$ cat config.mk
export PLATFORM = sky130hd
export DESIGN_NAME = eeprom_wr_host
export DESIGN_NICKNAME = d
export VERILOG_FILES = /design/src/rtl/ehc_pkg.sv /design/src/rtl/ehc_phase_timer.sv /design/src/rtl/ehc_sync.sv /design/src/rtl/ehc_watchdog.sv /design/src/rtl/eeprom_wr_host.sv
export SDC_FILE = /design/constraint.sdc
export NUM_CORES = 1
export LEC_CHECK = 0
export ABC_AREA = 0
export BUFFER_PORTS_ARGS = -buffer_cell sky130_fd_sc_hd__buf_2
export CORE_UTILIZATION = 45
export DETAILED_ROUTE_END_ITERATION = 10
export HOLD_SLACK_MARGIN = 0.15
export PLACE_DENSITY = 0.69
export SLEW_MARGIN = 20
export SYNTH_ARGS = -nofsm -noshare
export SYNTH_HDL_FRONTEND = slang
export SYNTH_HIERARCHICAL = 1
export SYNTH_SLANG_ARGS = --single-unit
export TNS_END_PERCENT = 1
$ cat constraint.sdc
create_clock -name clk -period 6.5 [get_ports clk]
set_input_delay 1.3 -clock clk [delete_from_list [all_inputs] [get_ports clk]]
set_output_delay 1.3 -clock clk [all_outputs]
set_load 0.005 [all_outputs]
$ cat src/rtl/ehc_pkg.sv
package ehc_pkg;
  typedef enum logic [2:0] {
    ST_IDLE,
    ST_SETUP,
    ST_STROBE,
    ST_HOLD,
    ST_POLL_READ,
    ST_POLL_GAP,
    ST_READ,
    ST_DONE
  } ehc_state_e;
endpackage

$ cat src/rtl/ehc_phase_timer.sv
// Down-counter for phase lengths; expired when it reaches zero.
module ehc_phase_timer #(
  parameter int W = 4
) (
  input  logic         clk,
  input  logic         rst_n,
  input  logic         load,
  input  logic [W-1:0] load_val,
  output logic         expired
);
  logic [W-1:0] cnt_q, cnt_d;

  always_comb begin
    cnt_d = cnt_q;
    if (load) begin
      cnt_d = load_val;
    end else if (cnt_q != '0) begin
      cnt_d = cnt_q - 1'b1;
    end
  end

  always_ff @(posedge clk or negedge rst_n) begin
    if (!rst_n) begin
      cnt_q <= '0;
    end else begin
      cnt_q <= cnt_d;
    end
  end

  assign expired = (cnt_q == '0);
endmodule

$ cat src/rtl/ehc_sync.sv
// Multi-stage synchronizer; reset value is "busy" (0).
module ehc_sync #(
  parameter int STAGES = 2
) (
  input  logic clk,
  input  logic rst_n,
  input  logic d,
  output logic q
);
  logic [STAGES-1:0] sr_q;

  generate
    if (STAGES == 1) begin : g_one
      always_ff @(posedge clk or negedge rst_n) begin
        if (!rst_n) sr_q <= '0;
        else        sr_q <= d;
      end
    end else begin : g_chain
      always_ff @(posedge clk or negedge rst_n) begin
        if (!rst_n) sr_q <= '0;
        else        sr_q <= {sr_q[STAGES-2:0], d};
      end
    end
  endgenerate

  assign q = sr_q[STAGES-1];
endmodule

$ cat src/rtl/ehc_watchdog.sv
// Counts cycles while run is high; clears when run drops.
module ehc_watchdog #(
  parameter int LIMIT = 100
) (
  input  logic clk,
  input  logic rst_n,
  input  logic run,
  output logic expired
);
  localparam int CW = $clog2(LIMIT + 1);
  logic [CW-1:0] cnt_q, cnt_d;

  always_comb begin
    cnt_d = cnt_q;
    if (!run)                          cnt_d = '0;
    else if (cnt_q != CW'(LIMIT - 1))  cnt_d = cnt_q + 1'b1;
  end

  always_ff @(posedge clk or negedge rst_n) begin
    if (!rst_n) cnt_q <= '0;
    else        cnt_q <= cnt_d;
  end

  assign expired = run && (cnt_q == CW'(LIMIT - 1));
endmodule

$ cat src/rtl/eeprom_wr_host.sv
module eeprom_wr_host
  import ehc_pkg::*;
#(
  parameter int ADDR_W        = 11,
  parameter int DATA_W        = 8,
  parameter int SETUP_CYC     = 2,
  parameter int STROBE_CYC    = 3,
  parameter int HOLD_CYC      = 2,
  parameter int GAP_CYC       = 4,
  parameter int READ_CYC      = 3,
  parameter int SYNC_STAGES   = 2,
  parameter int WRITE_MAX_CYC = 50000,
  parameter int TIMEOUT_MULT  = 2
) (
  input  logic              clk,
  input  logic              rst_n,
  input  logic              cmd_valid,
  output logic              cmd_ready,
  input  logic              cmd_write,
  input  logic [ADDR_W-1:0] cmd_addr,
  input  logic [DATA_W-1:0] cmd_wdata,
  input  logic              cfg_use_rdy,
  output logic              done,
  output logic [DATA_W-1:0] rd_data,
  output logic              err_timeout,
  output logic              err_verify,
  output logic [ADDR_W-1:0] mem_addr,
  output logic              mem_ce_n,
  output logic              mem_oe_n,
  output logic              mem_we_n,
  output logic [DATA_W-1:0] mem_dq_out,
  output logic              mem_dq_oe,
  input  logic [DATA_W-1:0] mem_dq_in,
  input  logic              mem_rdy_n
);
  localparam int TIMEOUT_CYC = WRITE_MAX_CYC * TIMEOUT_MULT;
  localparam int TMR_W       = $clog2(SETUP_CYC + STROBE_CYC + HOLD_CYC + GAP_CYC + READ_CYC + 1);
  localparam int FLAG_BIT    = DATA_W - 1;

  ehc_state_e        state_q, state_d;
  logic [ADDR_W-1:0] addr_q;
  logic [DATA_W-1:0] wdata_q;
  logic              is_wr_q;
  logic              use_rdy_q;
  logic [DATA_W-1:0] rd_data_q;
  logic              err_to_q;
  logic              err_vf_q;

  logic              accept;
  logic              tmr_load;
  logic [TMR_W-1:0]  tmr_val;
  logic              tmr_exp;
  logic              wd_run;
  logic              wd_exp;
  logic              rdy_s;
  logic              rd_cap;

  assign cmd_ready = (state_q == ST_IDLE);
  assign accept    = cmd_valid && cmd_ready;
  assign wd_run    = (state_q == ST_POLL_GAP) || (state_q == ST_POLL_READ);
  assign rd_cap    = (state_q == ST_READ) && tmr_exp;

  ehc_phase_timer #(.W(TMR_W)) u_tmr (
    .clk      (clk),
    .rst_n    (rst_n),
    .load     (tmr_load),
    .load_val (tmr_val),
    .expired  (tmr_exp)
  );

  ehc_watchdog #(.LIMIT(TIMEOUT_CYC)) u_wd (
    .clk     (clk),
    .rst_n   (rst_n),
    .run     (wd_run),
    .expired (wd_exp)
  );

  ehc_sync #(.STAGES(SYNC_STAGES)) u_rdy_sync (
    .clk   (clk),
    .rst_n (rst_n),
    .d     (mem_rdy_n),
    .q     (rdy_s)
  );

  // Next-state and phase-timer load decode
  always_comb begin
    state_d  = state_q;
    tmr_load = 1'b0;
    tmr_val  = '0;
    unique case (state_q)
      ST_IDLE: begin
        if (cmd_valid) state_d = cmd_write ? ST_SETUP : ST_READ;
      end
      ST_SETUP: begin
        if (tmr_exp) state_d = ST_STROBE;
      end
      ST_STROBE: begin
        if (tmr_exp) state_d = ST_HOLD;
      end
      ST_HOLD: begin
        if (tmr_exp) state_d = ST_POLL_GAP;
      end
      ST_POLL_GAP: begin
        if (wd_exp) begin
          state_d = ST_IDLE;
        end else if (tmr_exp) begin
          if (!use_rdy_q)  state_d  = ST_POLL_READ;
          else if (rdy_s)  state_d  = ST_READ;
          else             tmr_load = 1'b1;
        end
      end
      ST_POLL_READ: begin
        if (wd_exp) begin
          state_d = ST_IDLE;
        end else if (tmr_exp) begin
          state_d = (mem_dq_in[FLAG_BIT] == wdata_q[FLAG_BIT]) ? ST_READ : ST_POLL_GAP;
        end
      end
      ST_READ: begin
        if (tmr_exp) state_d = ST_DONE;
      end
      ST_DONE: begin
        state_d = ST_IDLE;
      end
      default: state_d = ST_IDLE;
    endcase

    if (state_d != state_q) tmr_load = 1'b1;

    unique case (state_d)
      ST_SETUP:     tmr_val = TMR_W'(SETUP_CYC - 1);
      ST_STROBE:    tmr_val = TMR_W'(STROBE_CYC - 1);
      ST_HOLD:      tmr_val = TMR_W'(HOLD_CYC - 1);
      ST_POLL_GAP:  tmr_val = TMR_W'(GAP_CYC - 1);
      ST_POLL_READ: tmr_val = TMR_W'(READ_CYC - 1);
      ST_READ:      tmr_val = TMR_W'(READ_CYC - 1);
      default:      tmr_val = '0;
    endcase
  end

  // State register
  always_ff @(posedge clk or negedge rst_n) begin
    if (!rst_n) state_q <= ST_IDLE;
    else        state_q <= state_d;
  end

  // Command capture, enabled on acceptance
  always_ff @(posedge clk or negedge rst_n) begin
    if (!rst_n) begin
      addr_q    <= '0;
      wdata_q   <= '0;
      is_wr_q   <= 1'b0;
      use_rdy_q <= 1'b0;
    end else if (accept) begin
      addr_q    <= cmd_addr;
      wdata_q   <= cmd_wdata;
      is_wr_q   <= cmd_write;
      use_rdy_q <= cfg_use_rdy;
    end
  end

  // Read data capture
  always_ff @(posedge clk or negedge rst_n) begin
    if (!rst_n)      rd_data_q <= '0;
    else if (rd_cap) rd_data_q <= mem_dq_in;
  end

  // Sticky error flags, cleared by the next accepted command
  always_ff @(posedge clk or negedge rst_n) begin
    if (!rst_n) begin
      err_to_q <= 1'b0;
      err_vf_q <= 1'b0;
    end else if (accept) begin
      err_to_q <= 1'b0;
      err_vf_q <= 1'b0;
    end else begin
      if (wd_exp)                                       err_to_q <= 1'b1;
      if (rd_cap && is_wr_q && (mem_dq_in != wdata_q))  err_vf_q <= 1'b1;
    end
  end

  // Pin decode from state
  always_comb begin
    mem_ce_n  = 1'b1;
    mem_oe_n  = 1'b1;
    mem_we_n  = 1'b1;
    mem_dq_oe = 1'b0;
    unique case (state_q)
      ST_SETUP, ST_HOLD: begin
        mem_ce_n  = 1'b0;
        mem_dq_oe = 1'b1;
      end
      ST_STROBE: begin
        mem_ce_n  = 1'b0;
        mem_we_n  = 1'b0;
        mem_dq_oe = 1'b1;
      end
      ST_POLL_READ, ST_READ: begin
        mem_ce_n = 1'b0;
        mem_oe_n = 1'b0;
      end
      default: ;
    endcase
  end

  assign mem_addr    = addr_q;
  assign mem_dq_out  = wdata_q;
  assign done        = (state_q == ST_DONE);
  assign rd_data     = rd_data_q;
  assign err_timeout = err_to_q;
  assign err_verify  = err_vf_q;
endmodule

==> results_dict.tcl, run 1 <==
set metrics [dict create \
    post_cts_resized 0 \
    htreeDepth 3 \
    tightest_slew_ns 0.713 \
    layout.nets 360 \
    synth_commonest_cells "57 x dfrtp_1, 30 x mux2_2, 21 x nand2_1, 19 x nor2_1, 12 x xor2_1" \
    yosysMostFrequentCell "dfrtp_1" \
    end_kind "register" \
    hold_buffers 0 \
    hp-class "reg -> reg" \
    synth.cell_area_sq_um 2840 \
    fp.dieW_um 81.4 \
    dieArea_sq_um 6630 \
    clk_latency_ns 0.33 \
    grt_pass1_wl_um 9650 \
    rows 28 \
    dpl-instance-area_sq_um 3220 \
    cp_max_fo 16 \
    min_period_ns 3.65 \
    vias 2143 \
    num_antenna_cells 0 \
    drt_iter0_drc 75 \
    r2r_start "state_q[2]" \
    path_clk_slew_ns 0.07 \
    post-cts-setup-buffers 0 \
    wl_per_cell_um 14.1 \
    hpwl_um 4000 \
    drc_errors 0 \
    area_growth_syn_to_layout_pct 21.2 \
    ys_types 51 \
    powerDensity_nw_per_um2 399 \
    synth_top_area_cell "dfrtp_1" \
    wl_um 5700 \
    tns_ns 0 \
    grt_pass1_vias 2044 \
    gp_congestion 0.813 \
    hold_path.startpoint "u_rdy_sync/sr_q[0]" \
    syn_avg_cell_area_sq_um 11.1 \
    grt_start_max_net_pins 58 \
    core_area_sq_um 5990 \
    cts.sinks 57 \
    ys_seq_area_share_pct 50.3 \
    io_pins 68 \
    portBuffers 67 \
    fmax_mhz 274 \
    rsz0062_at_grt "false" \
    crit_required_ns 6.71 \
    maxSlewViolCount 0 \
    outcome "complete, no violations" \
    antenna_found_initial 0 \
    skew_ns 0.0106 \
    cts_tree "done" \
    clockBufferDepth 2 \
    hold_viol 0 \
    path_class "reg -> reg" \
    post-route-cell-area_sq_um 3440 \
    vias_per_cell 5.29 \
    synth_top_area_share_pct 50.3 \
    cp.arrival_ns 3.86 \
    cap_violations 0 \
    vdd.ir_drop.worst_mv 0.226 \
    cts_made_buffers 9 \
    path_common_cell "nor2_1" \
    crit_chain "nor2b_1 > nor4bb_1 > nand4_1 > nor3_2 > nor2_1 > o21ai_0 > and3_4 > nor2_1 > o221ai_2 > nor3_1 > a221o_1" \
    start_util_pct 47.4 \
    synth_area_leaders "dfrtp_1 50%, mux2_2 12%, xor2_1 3.7%, nand2_1 2.8%, nor2_1 2.5%" \
    firstDrtPassIters 4 \
    syn_inst 255 \
    synthArstFlopShare_pct 100 \
    ys_warn_count 6 \
    synthFlopType "dfrtp_1" \
    setup_viol 0 \
    overflow 0 \
    crit_slowest_cell "dfrtp_1" \
    ys_seq_elements 57 \
    die_h_um 81.4 \
    ctsRootBufferMaster "clkbuf_8" \
    leakagePower_nw 1.57 \
    ant_nets 0 \
    crit_start "state_q[2]" \
    synth_edf_count 0 \
    slew_headroom_pct 52.4 \
    post-route-period-util_pct 56.2 \
    worst_setup_path_start_kind "register" \
    cp_slowest_stage_delay_ns 0.66 \
    gr-usage-all-layers_pct 19.6 \
    drive_gt1_share_pct 37.6 \
]
routing by layer:
layer | vias to the layer above | part of all wire, % | track usage (%)
met1 | 1022 | 46 | 25.5
met3 | 9 | 7.3 | 7.56
met4 | 0 | 1.8 | 10.2
met5 | - | 0 | 0
met2 | 68 | 44 | 28.2
li1 | 1044 | - | -
final cells by class:
cell class                      count  area [sq um]
Clock buffer                        9           124
Clock inverter                      7          95.1
Fill cell                         519          2550
Inverter                           10          37.5
Multi-Input combinational cell    178          1310
Sequential cell                    57          1430
Tap cell                           75          93.8
Timing Repair Buffer               69           350
power by group:
part           internal [mW]  switching, mW  total (mW)
combinational          0.243          0.197       0.441
clock                  0.215          0.147       0.362
sequential             0.472         0.0981       0.570
layout by cell type, fill, tap and decap left out, drive strengths merged, types with 2 or more instances in the layout:
cell / n
inv: 10
or4: 3
or3: 3
o21ai: 11
clkinv: 4
bufinv: 2
nor3: 6
clkbuf: 9
nor2b: 6
mux2i: 7
nand2: 21
nor3b: 2
conb: 2
o31ai: 2
buf: 69
mux2: 31
nor4: 2
and3: 3
nand2b: 4
a21oi: 5
dfrtp: 57
nand3: 7
xnor2: 3
o211ai: 3
nand3b: 2
ha: 2
nor2: 19
and4: 2
a21boi: 2
xor2: 12
nand4: 4
a31oi: 4
worst paths after layout:
kind	endpoint	slack (ns)	cells after the start
hold reg to reg	u_rdy_sync/sr_q[1]	0.36	0
hold / removal	u_rdy_sync/sr_q[1]	0.36	0
setup / recovery	u_tmr/cnt_q[3]	2.85	11
max in group asynchronous	mem_addr[5]	4.92	2
min in group asynchronous	u_wd/cnt_q[10]	1.09	2
setup reg to reg	u_tmr/cnt_q[3]	2.85	11
per-stage QoR:
| stage | instances | hold slack (ns) | util, % | worst slack (ns) | total power [mW] |
|---|---|---|---|---|---|
| 6_report | 405 | 0.357 | 57.4 | 2.85 | 1.37 |
| 3_5_place_dp | 389 | 0.339 | 53.8 | 2.90 | 1.02 |
| 4_1_cts | 405 | 0.360 | 57.4 | 2.86 | 1.39 |
| 2_1_floorplan | 256 | 0.331 | - | 3.65 | 0.853 |
| 3_3_place_gp | 389 | 0.336 | 53.8 | 3.01 | 1.00 |
| 5_1_grt | 405 | 0.361 | 57.4 | 2.41 | 1.47 |
cell families (layout without fill, tap and decap cells):
| kind of cell | after synthesis | count (layout) | synth area share, % |
|---|---|---|---|
| xor gates and xnor gates | 15 | 15 | 4.63 |
| and+or+nand+nor | 88 | 88 | 18.0 |
| DFF | 57 | 57 | 50.3 |
| muxes | 38 | 38 | 14.8 |
| buffers and inverters | 21 | 95 | 3.62 |
| adders and majority gates | 2 | 2 | 0.882 |
| AOI/OAI and AO/OA | 33 | 33 | 7.72 |
| other | 1 | 2 | 0.132 |
worst max-delay path, delay by kind of cell (launching register included):
family	cells	cell delay [ns]
simple gates	8	1.98
compound gates	3	0.87
flops	1	0.66
state kept, by name, indices dropped and copies added (netlist names):
name / flops
err_timeout: 1
is_wr_q: 1
u_wd/cnt_q: 17
mem_dq_out: 8
rd_data: 8
err_verify: 1
u_rdy_sync/sr_q: 2
mem_addr: 11
state_q: 3
u_tmr/cnt_q: 4
use_rdy_q: 1
Note: power is estimated with default switching activity, not from simulation.
==> run 2: changes to the inputs <==
--- a/config.mk
+++ b/config.mk
@@ -10,7 +10,7 @@
 export CORE_UTILIZATION = 45
 export DETAILED_ROUTE_END_ITERATION = 10
 export HOLD_SLACK_MARGIN = 0.15
-export PLACE_DENSITY = 0.69
+export PLACE_DENSITY = 0.72
 export SLEW_MARGIN = 20
 export SYNTH_ARGS = -nofsm -noshare
 export SYNTH_HDL_FRONTEND = slang
==> constraint.sdc (replaced) <==
create_clock -name clk -period 3.1 [get_ports clk]
set_input_delay 0.62 -clock clk [delete_from_list [all_inputs] [get_ports clk]]
set_output_delay 0.62 -clock clk [all_outputs]
set_load 0.005 [all_outputs]
==> results_dict.tcl, run 2 (synthesis gave the netlist of run 1 again) <==
set metrics [dict create \
    core_area_sq_um 5990 \
    post-route-period-util_pct 90.0 \
    hold_buffers 0 \
    grt_pass1_wl_um 9720 \
    grt_start_max_net_pins 42 \
    clk_latency_ns 0.32 \
    rows 28 \
    gr-usage-all-layers_pct 19.4 \
    path_class "reg -> reg" \
    cts_made_buffers 9 \
    post-route-cell-area_sq_um 3450 \
    portBuffers 67 \
    ctsRootBufferMaster "clkbuf_8" \
    vdd.ir_drop.worst_mv 0.466 \
    power_mw 2.79 \
    regMostFlops "u_wd/cnt_q" \
    wl_per_cell_um 13.9 \
    end_kind "register" \
    fin_cells 410 \
    fp.dieW_um 81.4 \
    skew_ns 0.00396 \
    hpwl_um 4190 \
    powerDensity_nw_per_um2 810 \
    antenna_found_initial 0 \
    path_clk_slew_ns 0.06 \
    post_cts_resized 0 \
    tightest_slew_ns 0.574 \
    final_cell_mix "67 x buf_2, 57 x dfrtp_1, 30 x mux2_2, 21 x nand2_1, 19 x nor2_1" \
    dpl_worst_slack_ns 0.335 \
    crit_required_ns 3.31 \
    dieArea_sq_um 6630 \
    register_area_sq_um 1430 \
    rsz0062_at_grt "false" \
    maxSlewViolCount 0 \
    cp_max_fo 8 \
    tns_ns 0 \
    regToRegSetupSlack_ns 0.31 \
    cts_tree "done" \
    cp.arrival_ns 3.00 \
    drive_gt1_share_pct 37.6 \
    vias 2166 \
    post-cts-setup-buffers 0 \
    multi_input_area_sq_um 1310 \
    ant_nets 0 \
    cts.sinks 57 \
    worst_setup_path_start_kind "register" \
    die_h_um 81.4 \
    htreeDepth 3 \
    fmax_mhz 359 \
    min_period_ns 2.79 \
    start_util_pct 47.4 \
    fillers 520 \
    leakagePower_nw 1.58 \
    drc_errors 0 \
    dpl-instance-area_sq_um 3260 \
    layout.nets 365 \
    largest_reg_flops 17 \
    io_pins 68 \
    area_growth_syn_to_layout_pct 21.5 \
    vias_per_cell 5.28 \
    whs_ns 0.223 \
    r2r_start "u_wd/cnt_q[0]" \
    hold_viol 0 \
    crit_start "u_wd/cnt_q[0]" \
    overflow 0 \
    firstDrtPassIters 4 \
    wl_um 5710 \
    hp-class "in -> async" \
    drt_iter0_drc 77 \
    postLayoutCoreUtil_pct 57.5 \
    dp_cells 394 \
    outcome "complete, no violations" \
    worst_slack_ns 0.311 \
    slew_headroom_pct 61.4 \
    gp_congestion 0.781 \
    final_common_cell "buf_2" \
    setup_viol 0 \
    clockBufferDepth 2 \
    num_antenna_cells 0 \
    grt_pass1_vias 2183 \
    cap_violations 0 \
]
## run 2: final cells by class
cell class              instances  area share, %
inverters                      10           1.09
well taps                      75           2.72
repair buffers                 74           11.3
flip-flops and latches         57           41.4
clock buffers                  13           4.32
clock inverters                 3           1.16
multi-input cells             178           38.1
## run 2: final timing paths
path,to,cells past startpoint
min reg2reg,u_rdy_sync/sr_q[1],0
min in group clk,u_rdy_sync/sr_q[1],0
max reg2reg,u_tmr/cnt_q[3],11
max,u_tmr/cnt_q[3],11
max in group asynchronous,rd_data[3],2
min,state_q[0],1
## run 2: metal layers
layer	vias to the layer above	global-route usage, %	part of all wire, %
li1	1053	-	-
met1	1029	25.0	46
met2	74	30.4	46
met3	10	5.44	6.7
met4	0	8.57	1.1
met5	-	0	0
## run 2: where the power goes
group          internal [mW]  leakage (nW)  total (mW)  switching (mW)
Clock                  0.391        0.0974       0.666           0.275
Sequential             0.992         0.715        1.17           0.182
Combinational          0.524         0.771       0.951           0.428
Total                   1.91          1.58        2.79           0.885
## run 2: worst max-delay path, cell delays in order (launching register included)
cell      delay (ns)
dfrtp_1         0.40
ha_1            0.22
and4_1          0.30
nand2_1         0.11
nor3_2          0.34
nor2_1          0.09
o21ai_0         0.16
and3_4          0.21
nor2_1          0.06
o221ai_2        0.36
nor3_1          0.09
a221o_1         0.33
==> run 3: changes to the inputs <==
==> constraint.sdc (replaced) <==
create_clock -name clk -period 2.4 [get_ports clk]
set_input_delay 0.48 -clock clk [delete_from_list [all_inputs] [get_ports clk]]
set_output_delay 0.48 -clock clk [all_outputs]
set_load 0.005 [all_outputs]
==> results_dict.tcl, run 3 (synthesis gave the netlist of run 1 again) <==
set metrics [dict create \
    die_h_um 81.4 \
    clk_latency_ns 0.33 \
    hp-class "in -> reg" \
    drc_errors 0 \
    cp_slowest_stage_delay_ns 0.56 \
    power_mw 4.03 \
    final_cell_mix "67 x buf_2, 56 x dfrtp_1, 31 x buf_4, 29 x mux2_2, 21 x nand2_1" \
    fin_cells 434 \
    htreeDepth 3 \
    portBuffers 67 \
    vdd.ir_drop.worst_mv 0.779 \
    crit_chain "or4_4 > nor3_4 > buf_4 > nand3b_1 > a21oi_2 > o31ai_2 > o221ai_4 > mux2_4" \
    tightest_slew_ns 0.547 \
    whs_ns 0.257 \
    skew_ns 0.00910 \
    min_period_ns 2.48 \
    outcome "finished with violations" \
    r2r_start "u_wd/cnt_q[8]" \
    slew_headroom_pct 63.3 \
    rsz0062_at_grt "true" \
    layout.nets 390 \
    fmax_mhz 404 \
    crit_start "u_wd/cnt_q[8]" \
    dpl_worst_slack_ns -0.126 \
    cts_tree "done" \
    tns_ns -0.174 \
    area_growth_syn_to_layout_pct 32.5 \
    antenna_found_initial 0 \
    grt_pass1_vias 2314 \
    grt_start_max_net_pins 28 \
    crit_slowest_cell "or4_4" \
    vias_per_cell 5.25 \
    gp_congestion 0.828 \
    regMostFlops "u_wd/cnt_q" \
    fillers 463 \
    setup_viol 4 \
    worst_slack_ns -0.0768 \
    grt_pass1_wl_um 10600 \
    gr-usage-all-layers_pct 21.3 \
    path_class "reg -> reg" \
    end_kind "register" \
    post-route-cell-area_sq_um 3760 \
    clockBufferDepth 2 \
    post-route-period-util_pct 103 \
    powerDensity_nw_per_um2 1070 \
    drt_iter0_drc 114 \
    overflow 0 \
    fp.dieW_um 81.4 \
    postLayoutCoreUtil_pct 62.8 \
    cp_max_fo 5 \
    maxSlewViolCount 0 \
    dpl-instance-area_sq_um 3440 \
    vias 2277 \
    firstDrtPassIters 4 \
    largest_reg_flops 17 \
    cp.arrival_ns 2.69 \
    start_util_pct 47.4 \
    dieArea_sq_um 6630 \
    wl_um 6310 \
    leakagePower_nw 1.77 \
    crit_required_ns 2.61 \
    worst_setup_path_start_kind "register" \
    hold_path.startpoint "mem_rdy_n" \
    violations "setup timing" \
    num_antenna_cells 0 \
    final_common_cell "buf_2" \
    wl_per_cell_um 14.5 \
    io_pins 68 \
    hold_viol 0 \
    cts.sinks 57 \
    ant_nets 0 \
    dp_cells 415 \
    cap_violations 0 \
    rows 28 \
    core_area_sq_um 5990 \
    ctsRootBufferMaster "clkbuf_8" \
    drive_gt1_share_pct 45.1 \
    cts_made_buffers 9 \
    hpwl_um 4490 \
    path_clk_slew_ns 0.07 \
]
-- run 3: what timing repair did --
action                                  4_1_cts  5_1_grt
hold buffers                                  1        0
gates cloned                                  0        0
buffers inserted                              2        1
endpoints found under the setup margin        2        4
pin swaps                                     5        7
hold endpoints to repair                     13        0
resized for setup                             5        6
-- run 3: cell type report --
cell class,instances,area (sq um),share of cell area (%)
Inverter,10,37.5,0.998
Timing Repair Buffer,99,578,15.4
Tap cell,75,93.8,2.50
Clock buffer,10,138,3.66
Clock inverter,5,104,2.76
Sequential cell,57,1430,38.0
Multi-Input combinational cell,178,1380,36.8
-- run 3: path summary, 6_finish.rpt --
check	end	slack, ns	cells past startpoint
max in group asynchronous	mem_addr[9]	1.13	3
min reg2reg	u_rdy_sync/sr_q[1]	0.37	0
max	u_tmr/cnt_q[1]	-0.08	8
max reg2reg	u_tmr/cnt_q[1]	-0.08	8
min in group asynchronous	mem_addr[5]	0.60	2
min	u_rdy_sync/sr_q[0]	0.26	1
-- run 3: power by group --
group / switching, mW / internal [mW] / total (mW)
sequential: 0.245 / 1.28 / 1.53
combinational: 0.637 / 0.779 / 1.42
clock: 0.380 / 0.712 / 1.09
total: 1.26 / 2.77 / 4.03
-- run 3: metal layers --
| layer | track usage [%] | wire [um] |
|---|---|---|
| met1 | 26.8 | 2780 |
| met4 | 9.82 | 94 |
| met5 | 0 | 0 |
| met3 | 5.78 | 412 |
| met2 | 34.1 | 3020 |
-- run 3: critical path, delay by kind of cell (launching register included) --
| kind | cells | cell delay [ns] |
|---|---|---|
| buffers and inverters | 1 | 0.16 |
| AOI/OAI and AO/OA | 3 | 0.58 |
| DFF | 1 | 0.38 |
| muxes | 1 | 0.33 |
| and+or+nand+nor | 3 | 0.91 |
